==> src/rtl/hz_pkg.sv <==
package hz_pkg;
   localparam int NUM_SRC  = 2;
   localparam int NUM_PROD = 2;

   typedef struct packed {
      logic pc_we;
      logic fd_we;
      logic ex_clr;
   } hz_ctl_t;

   localparam hz_ctl_t HZ_RUN  = '{pc_we: 1'b1, fd_we: 1'b1, ex_clr: 1'b0};
   localparam hz_ctl_t HZ_HOLD = '{pc_we: 1'b0, fd_we: 1'b0, ex_clr: 1'b1};
endpackage

==> src/rtl/hz_src_match.sv <==
module hz_src_match #(
   parameter int REG_W       = 5,
   parameter bit ZERO_HARDWIRED = 1'b1
) (
   input  logic [REG_W-1:0] src,
   input  logic             src_used,
   input  logic [REG_W-1:0] prod_dst,
   input  logic             prod_wen,
   output logic             hit
);
   logic same;
   logic live;

   assign same = (src == prod_dst);

   generate
      if (ZERO_HARDWIRED) begin : g_zero_const
         assign live = prod_wen && (prod_dst != '0);
      end else begin : g_zero_plain
         assign live = prod_wen;
      end
   endgenerate

   assign hit = src_used && live && same;
endmodule

==> src/rtl/hz_stall_ctl.sv <==
module hz_stall_ctl
   import hz_pkg::*;
#(
   parameter int N_HITS = 4
) (
   input  logic [N_HITS-1:0] hits,
   output hz_ctl_t           ctl
);
   logic any_hit;

   assign any_hit = |hits;

   always_comb begin
      if (any_hit) ctl = HZ_HOLD;
      else         ctl = HZ_RUN;
   end
endmodule

==> src/rtl/hz_load_use_guard.sv <==
module hz_load_use_guard
   import hz_pkg::*;
#(
   parameter int REG_W          = 5,
   parameter bit ZERO_HARDWIRED = 1'b1
) (
   input  logic [REG_W-1:0] dec_src_a,
   input  logic [REG_W-1:0] dec_src_b,
   input  logic             dec_use_a,
   input  logic             dec_use_b,
   input  logic [REG_W-1:0] ex_dst,
   input  logic             ex_wen,
   input  logic [REG_W-1:0] mem_dst,
   input  logic             mem_wen,
   output logic             pc_we,
   output logic             fd_we,
   output logic             ex_clr
);
   localparam int N_HITS = NUM_SRC * NUM_PROD;

   generate
      if (REG_W < 1 || REG_W > 8) begin : g_bad_width
         $error("hz_load_use_guard: REG_W out of supported range");
      end
   endgenerate

   logic [REG_W-1:0] src_v  [NUM_SRC];
   logic             use_v  [NUM_SRC];
   logic [REG_W-1:0] dst_v  [NUM_PROD];
   logic             wen_v  [NUM_PROD];
   logic [N_HITS-1:0] hits;
   hz_ctl_t          ctl;

   assign src_v[0] = dec_src_a;
   assign src_v[1] = dec_src_b;
   assign use_v[0] = dec_use_a;
   assign use_v[1] = dec_use_b;
   assign dst_v[0] = ex_dst;
   assign dst_v[1] = mem_dst;
   assign wen_v[0] = ex_wen;
   assign wen_v[1] = mem_wen;

   generate
      for (genvar s = 0; s < NUM_SRC; s++) begin : g_src
         for (genvar p = 0; p < NUM_PROD; p++) begin : g_prod
            hz_src_match #(
               .REG_W          (REG_W),
               .ZERO_HARDWIRED (ZERO_HARDWIRED)
            ) u_match (
               .src      (src_v[s]),
               .src_used (use_v[s]),
               .prod_dst (dst_v[p]),
               .prod_wen (wen_v[p]),
               .hit      (hits[s*NUM_PROD+p])
            );
         end
      end
   endgenerate

   hz_stall_ctl #(.N_HITS(N_HITS)) u_ctl (
      .hits (hits),
      .ctl  (ctl)
   );

   assign pc_we  = ctl.pc_we;
   assign fd_we  = ctl.fd_we;
   assign ex_clr = ctl.ex_clr;
endmodule

==> config.mk <==
export PLATFORM = sky130hd
export DESIGN_NAME = hz_load_use_guard
export DESIGN_NICKNAME = d
export VERILOG_FILES = /design/src/rtl/hz_pkg.sv /design/src/rtl/hz_src_match.sv /design/src/rtl/hz_stall_ctl.sv /design/src/rtl/hz_load_use_guard.sv
export SDC_FILE = /design/constraint.sdc
export NUM_CORES = 1
export LEC_CHECK = 0
export ABC_AREA = 1
export BUFFER_PORTS_ARGS = -buffer_cell sky130_fd_sc_hd__buf_2
export CAP_MARGIN = 30
export CORE_AREA = 2 2 39 41
export DETAILED_ROUTE_END_ITERATION = 8
export DIE_AREA = 0 0 41 43
export PLACE_DENSITY_LB_ADDON = 0.3
export SYNTH_ARGS = -nofsm -noshare
export SYNTH_HDL_FRONTEND = slang
export SYNTH_SLANG_ARGS = --single-unit
==> constraint.sdc <==
create_clock -name vclk -period 1.7
set_input_delay 0.425 -clock vclk [all_inputs]
set_output_delay 0.425 -clock vclk [all_outputs]
set_load 0.005 [all_outputs]
==> impl_metrics.env, run 1 <==
export IMPL_first_pass_iters=5
export IMPL_grt_remaining_overflow=0
export IMPL_grt_pass1_vias=473
export IMPL_grtUsageTotal=0.1269
export IMPL_hp_class="in2out"
export IMPL_vdd_drop_max_mv=0.1058
export IMPL_max_freq_mhz=601.6
export IMPL_drc=0
export IMPL_synthTopCellsByArea="nand2_1 35%, inv_1 18%, nor2_1 12%, nand3_1 11%, xor2_1 6.2%"
export IMPL_syn_area_per_cell_sq_um=4.315
export IMPL_drt_total_wl_um=1244
export IMPL_ios=27
export IMPL_syn_area_sq_um=422.9
export IMPL_arrival_ns=1.24
export IMPL_critPathMaxStageDelay_ns=0.14
export IMPL_max_slew_worst_pin_slew_ns=0.1649
export IMPL_die_x_um=41
export IMPL_place_ws_ns=0.03909
export IMPL_cap_viol_max_count=0
export IMPL_crit_top_cell="nand2_1"
export IMPL_placementRows=14
export IMPL_drt_initial_drc_count=2
export IMPL_synth_cells=98
export IMPL_final_max_slew_violation_count=0
export IMPL_syn_nets=122
export IMPL_start_util=0.3056
export IMPL_multi_input_area_sq_um=399.1
export IMPL_timing_final_ws_setup_ns=0.03765
export IMPL_antenna_left=0
export IMPL_crit_required_ns=1.27
export IMPL_rsz0062_at_grt="yes"
export IMPL_dp_hpwl_um=984
export IMPL_p_leak_nw=0.4091
export IMPL_period_needed_ns=1.662
export IMPL_synth_cell_type_count=14
export IMPL_wl_per_cell_um=8.823
export IMPL_n_antenna_cell=0
export IMPL_synth_largest_area_cell="nand2_1"
export IMPL_cp_num_buf_inv=4
export IMPL_dieArea_sq_um=1763
export IMPL_cp_max_fo=3
export IMPL_ff_latch_area_sq_um=0
export IMPL_crit_family="simple AND/OR/NAND/NOR gates"
export IMPL_viasPerCell=4.433
export IMPL_antenna_found_initial=0
export IMPL_seq_cell_count=0
export IMPL_hold_violations=0
export IMPL_io_buffers=27
export IMPL_synth_top_area_share=0.3462
export IMPL_outcome="finished, final reports clean"
export IMPL_synth_common_cells="39 x nand2_1, 20 x inv_1, 14 x nor2_1"
export IMPL_fin_area_sq_um=688.2
export IMPL_area_growth_pct=62.72
export IMPL_yosys_warnings=0
export IMPL_synth_most_common_cell="nand2_1"
export IMPL_coreArea_sq_um=1384
export IMPL_place_gp_congestion=0.8433
export IMPL_endpoint_kind="output port"
export IMPL_nClkBuffers=0
export IMPL_drive_gt1_frac=0.4320
export IMPL_critPathLaunchType="input pin"
export IMPL_place_area_sq_um=570.5
export IMPL_vias=625
export IMPL_nFillCells=159
export IMPL_crit_slowest_cell="nor2_1"
export IMPL_grt_max_degree=6
export IMPL_post_route_period_util=0.9779
export IMPL_grt_pass1_wl_um=1669
export IMPL_power_density_nw_per_um2=213.1
export IMPL_slew_limit_headroom=0.8889
export IMPL_path_class="in2out"
export IMPL_die_height_um=43
export IMPL_crit_chain="buf_4 -> inv_4 -> nand2_2 -> nand2_1 -> nand2_1 -> nor2_1 -> nand3_2 -> nand2_2 -> inv_1 -> nand2_1 -> buf_2"
export IMPL_postLayoutCoreUtil=0.4973
export IMPL_ys_seq_area_frac=0
export IMPL_setup_violations=0
export IMPL_final_nets=151
-- kinds of logic after synthesis --
kind of cell / synth area share
and+or+nand+nor: 0.6154
xor gates and xnor gates: 0.08286
AOI/OAI and AO/OA: 0.07988
buffers and inverters: 0.2219
-- per-stage QoR --
step	TNS, ns	hold slack, ns	std cells	total power, W
2_1_floorplan	0	1.121	98	0.00006340
3_3_place_gp	0	1.336	140	0.0001151
3_5_place_dp	0	1.337	140	0.0001156
4_1_cts	0	1.341	140	0.0001162
5_1_grt	-0.1074	1.355	141	0.0001642
6_report	0	1.318	141	0.0001466
-- power breakdown --
part           internal (W)  total [W]  switching, W
clock                     0          0             0
combinational     0.0000671   0.000147     0.0000796
sequential                0          0             0
-- worst paths after layout --
path,start,end,slack (ns),depth (start not counted)
min,mem_wen,pc_we,1.32,7
max,mem_dst[4],ex_clr,0.04,11
-- layout make-up --
cell class | count | area share
repair buffers | 28 | 0.2582
well taps | 16 | 0.02909
multi-input cells | 74 | 0.5800
inverters | 23 | 0.1327
-- what timing repair did --
action,CTS,global route
hold buffers,0,0
buffers inserted,0,1
endpoints found under the setup margin,0,3
endpoints found under the hold margin,0,0
gates resized for setup,0,36
-- metal layers --
metal	up-vias	GRT usage	routed length, um	share of wire
li1	340	-	-	-
met5	-	0	0	0
met1	266	0.1677	530	0.43
met3	0	0.01047	91	0.073
met2	19	0.2250	622	0.50
met4	0	0	0	0
-- layout by cell type, fill, tap and decap left out, drive strengths merged --
cell / count
xnor2: 1
a21oi: 3
o21ai: 3
nor2: 15
xor2: 3
inv: 23
nand2: 39
buf: 28
nand3: 10
-- tightest hold or removal path, stage by stage --
cell,delay (ns)
buf_2,0.08
nand2_2,0.04
inv_2,0.06
nand3_2,0.06
nand2_2,0.06
nor2_1,0.05
buf_2,0.11
No activity file was read; power rests on OpenSTA's default activity.
==> run 2, diff against run 1 <==
GPL_TIMING_DRIVEN = 0   (was not set)
==> run 2 against run 1 <==
Global-route usage fell by 0.20 points. Core utilization fell by 2.7 points. First-iteration DRC count did not move. Design area fell by 5.5%. Sequential share of layout area did not move. Hold slack improved by 0.026 ns. Via count fell by 2.9%.
==> impl_metrics.env, run 2 (same netlist as run 1, synthesis figures left out) <==
export IMPL_outcome="finished, final reports clean"
export IMPL_period_needed_ns=1.638
export IMPL_p_leak_nw=0.3993
export IMPL_hp_class="in2out"
export IMPL_crit_required_ns=1.27
export IMPL_endpoint_kind="output port"
export IMPL_max_slew_worst_pin_slew_ns=0.1424
export IMPL_critPathLaunchType="input pin"
export IMPL_min_from="ex_wen"
export IMPL_final_nets=150
export IMPL_vdd_drop_max_mv=0.09264
export IMPL_drc=0
export IMPL_place_area_sq_um=578.1
export IMPL_first_pass_iters=4
export IMPL_cp_max_fo=4
export IMPL_endpoint="fd_we"
export IMPL_timing_final_ws_setup_ns=0.06179
export IMPL_start_util=0.3056
export IMPL_placementRows=14
export IMPL_grt_max_degree=6
export IMPL_hold_violations=0
export IMPL_slew_limit_headroom=0.9041
export IMPL_post_cts_setup_buffer_count=0
export IMPL_ff_latch_area_sq_um=0
export IMPL_cts_hold_buf=0
export IMPL_io_buffers=27
export IMPL_nClkBuffers=0
export IMPL_n_antenna_cell=0
export IMPL_dp_hpwl_um=984.9
export IMPL_grt_pass1_wl_um=1621
export IMPL_drt_total_wl_um=1161
export IMPL_place_ws_ns=-0.05903
export IMPL_path_class="in2out"
export IMPL_post_route_period_util=0.9637
export IMPL_final_common_cell="nand2_1"
export IMPL_vias=607
export IMPL_highest_layer="met3"
export IMPL_nFillCells=160
export IMPL_max_freq_mhz=610.4
export IMPL_wl_per_cell_um=8.293
export IMPL_ios=27
export IMPL_most_common_layout_cells="37 x nand2_1, 21 x buf_2, 13 x inv_1"
export IMPL_hold_slack_ns=1.343
export IMPL_power_density_nw_per_um2=209.7
export IMPL_die_x_um=41
export IMPL_cap_viol_max_count=0
export IMPL_grt_remaining_overflow=0
export IMPL_grt_pass1_vias=441
export IMPL_antenna_found_initial=0
export IMPL_area_growth_pct=53.85
export IMPL_setup_violations=0
export IMPL_coreArea_sq_um=1384
export IMPL_cp_startpoint="ex_dst[1]"
export IMPL_grtUsageTotal=0.1249
export IMPL_dieArea_sq_um=1763
export IMPL_fin_area_sq_um=650.6
export IMPL_arrival_ns=1.21
export IMPL_wl_met1_um=550
export IMPL_die_height_um=43
export IMPL_routed_wl_met3_um=81
export IMPL_drive_gt1_frac=0.4274
export IMPL_place_gp_congestion=0.8039
export IMPL_p_total_w=0.0001364
export IMPL_seq_cell_count=0
export IMPL_viasPerCell=4.336
export IMPL_wl_met2_um=529
export IMPL_final_max_slew_violation_count=0
export IMPL_antenna_left=0
export IMPL_drt_initial_drc_count=2
==> run 2: changes by cell type in the layout (fill, tap and decap cells not counted), sizes merged <==
cell | previous run | this run
buf | 28 | 27
==> run 2: power breakdown <==
part           switching, W  leakage [nW]  internal (W)
clock                     0             0             0
sequential                0             0             0
combinational     0.0000746         0.399     0.0000618
total             0.0000746         0.399     0.0000618
==> run 2: worst max-delay path: stages <==
cell and delay, ns:
buf_4 0.13, nor2_4 0.10, nand3_1 0.07, nand2_1 0.10, nor2_1 0.05, nand2_1 0.06
nand2_2 0.06, nor2_2 0.11, buf_2 0.12
==> run 2: repair_timing <==
action,4_1_cts,5_1_grt
endpoints found under the setup margin,1,3
gates resized for setup,2,29
pin swaps,3,18
hold endpoints to repair,0,0
==> run 2: final cells by class <==
class	instances	area, sq um	area share
multi-input combinational	74	376.6	0.5788
inverter	23	88.84	0.1365
timing repair buffer	27	165.2	0.2538
tap	16	20.02	0.03077
==> run 2: metrics by stage <==
stage / TNS (ns) / instances / utilization
global route: -0.04299 / 140 / 0.4702
finish: 0 / 140 / 0.4702
CTS: 0 / 140 / 0.4141
detailed placement: -0.05903 / 141 / 0.4177
floorplan: 0 / 98 / -
global placement: -0.04195 / 141 / 0.4177
==> run 2: worst min path at each step <==
stage | end | depth (start not counted)
final | pc_we | 7
after global routing | fd_we | 7
after CTS | pc_we | 7
after detailed placement | fd_we | 7
after global placement | fd_we | 7
after floorplan | fd_we | 5
==> run 2: layer usage <==
metal | up-vias | global-route usage
met4 | 0 | 0
met3 | 0 | 0.005236
met2 | 19 | 0.2281
met1 | 246 | 0.1614
met5 | - | 0
li1 | 342 | -
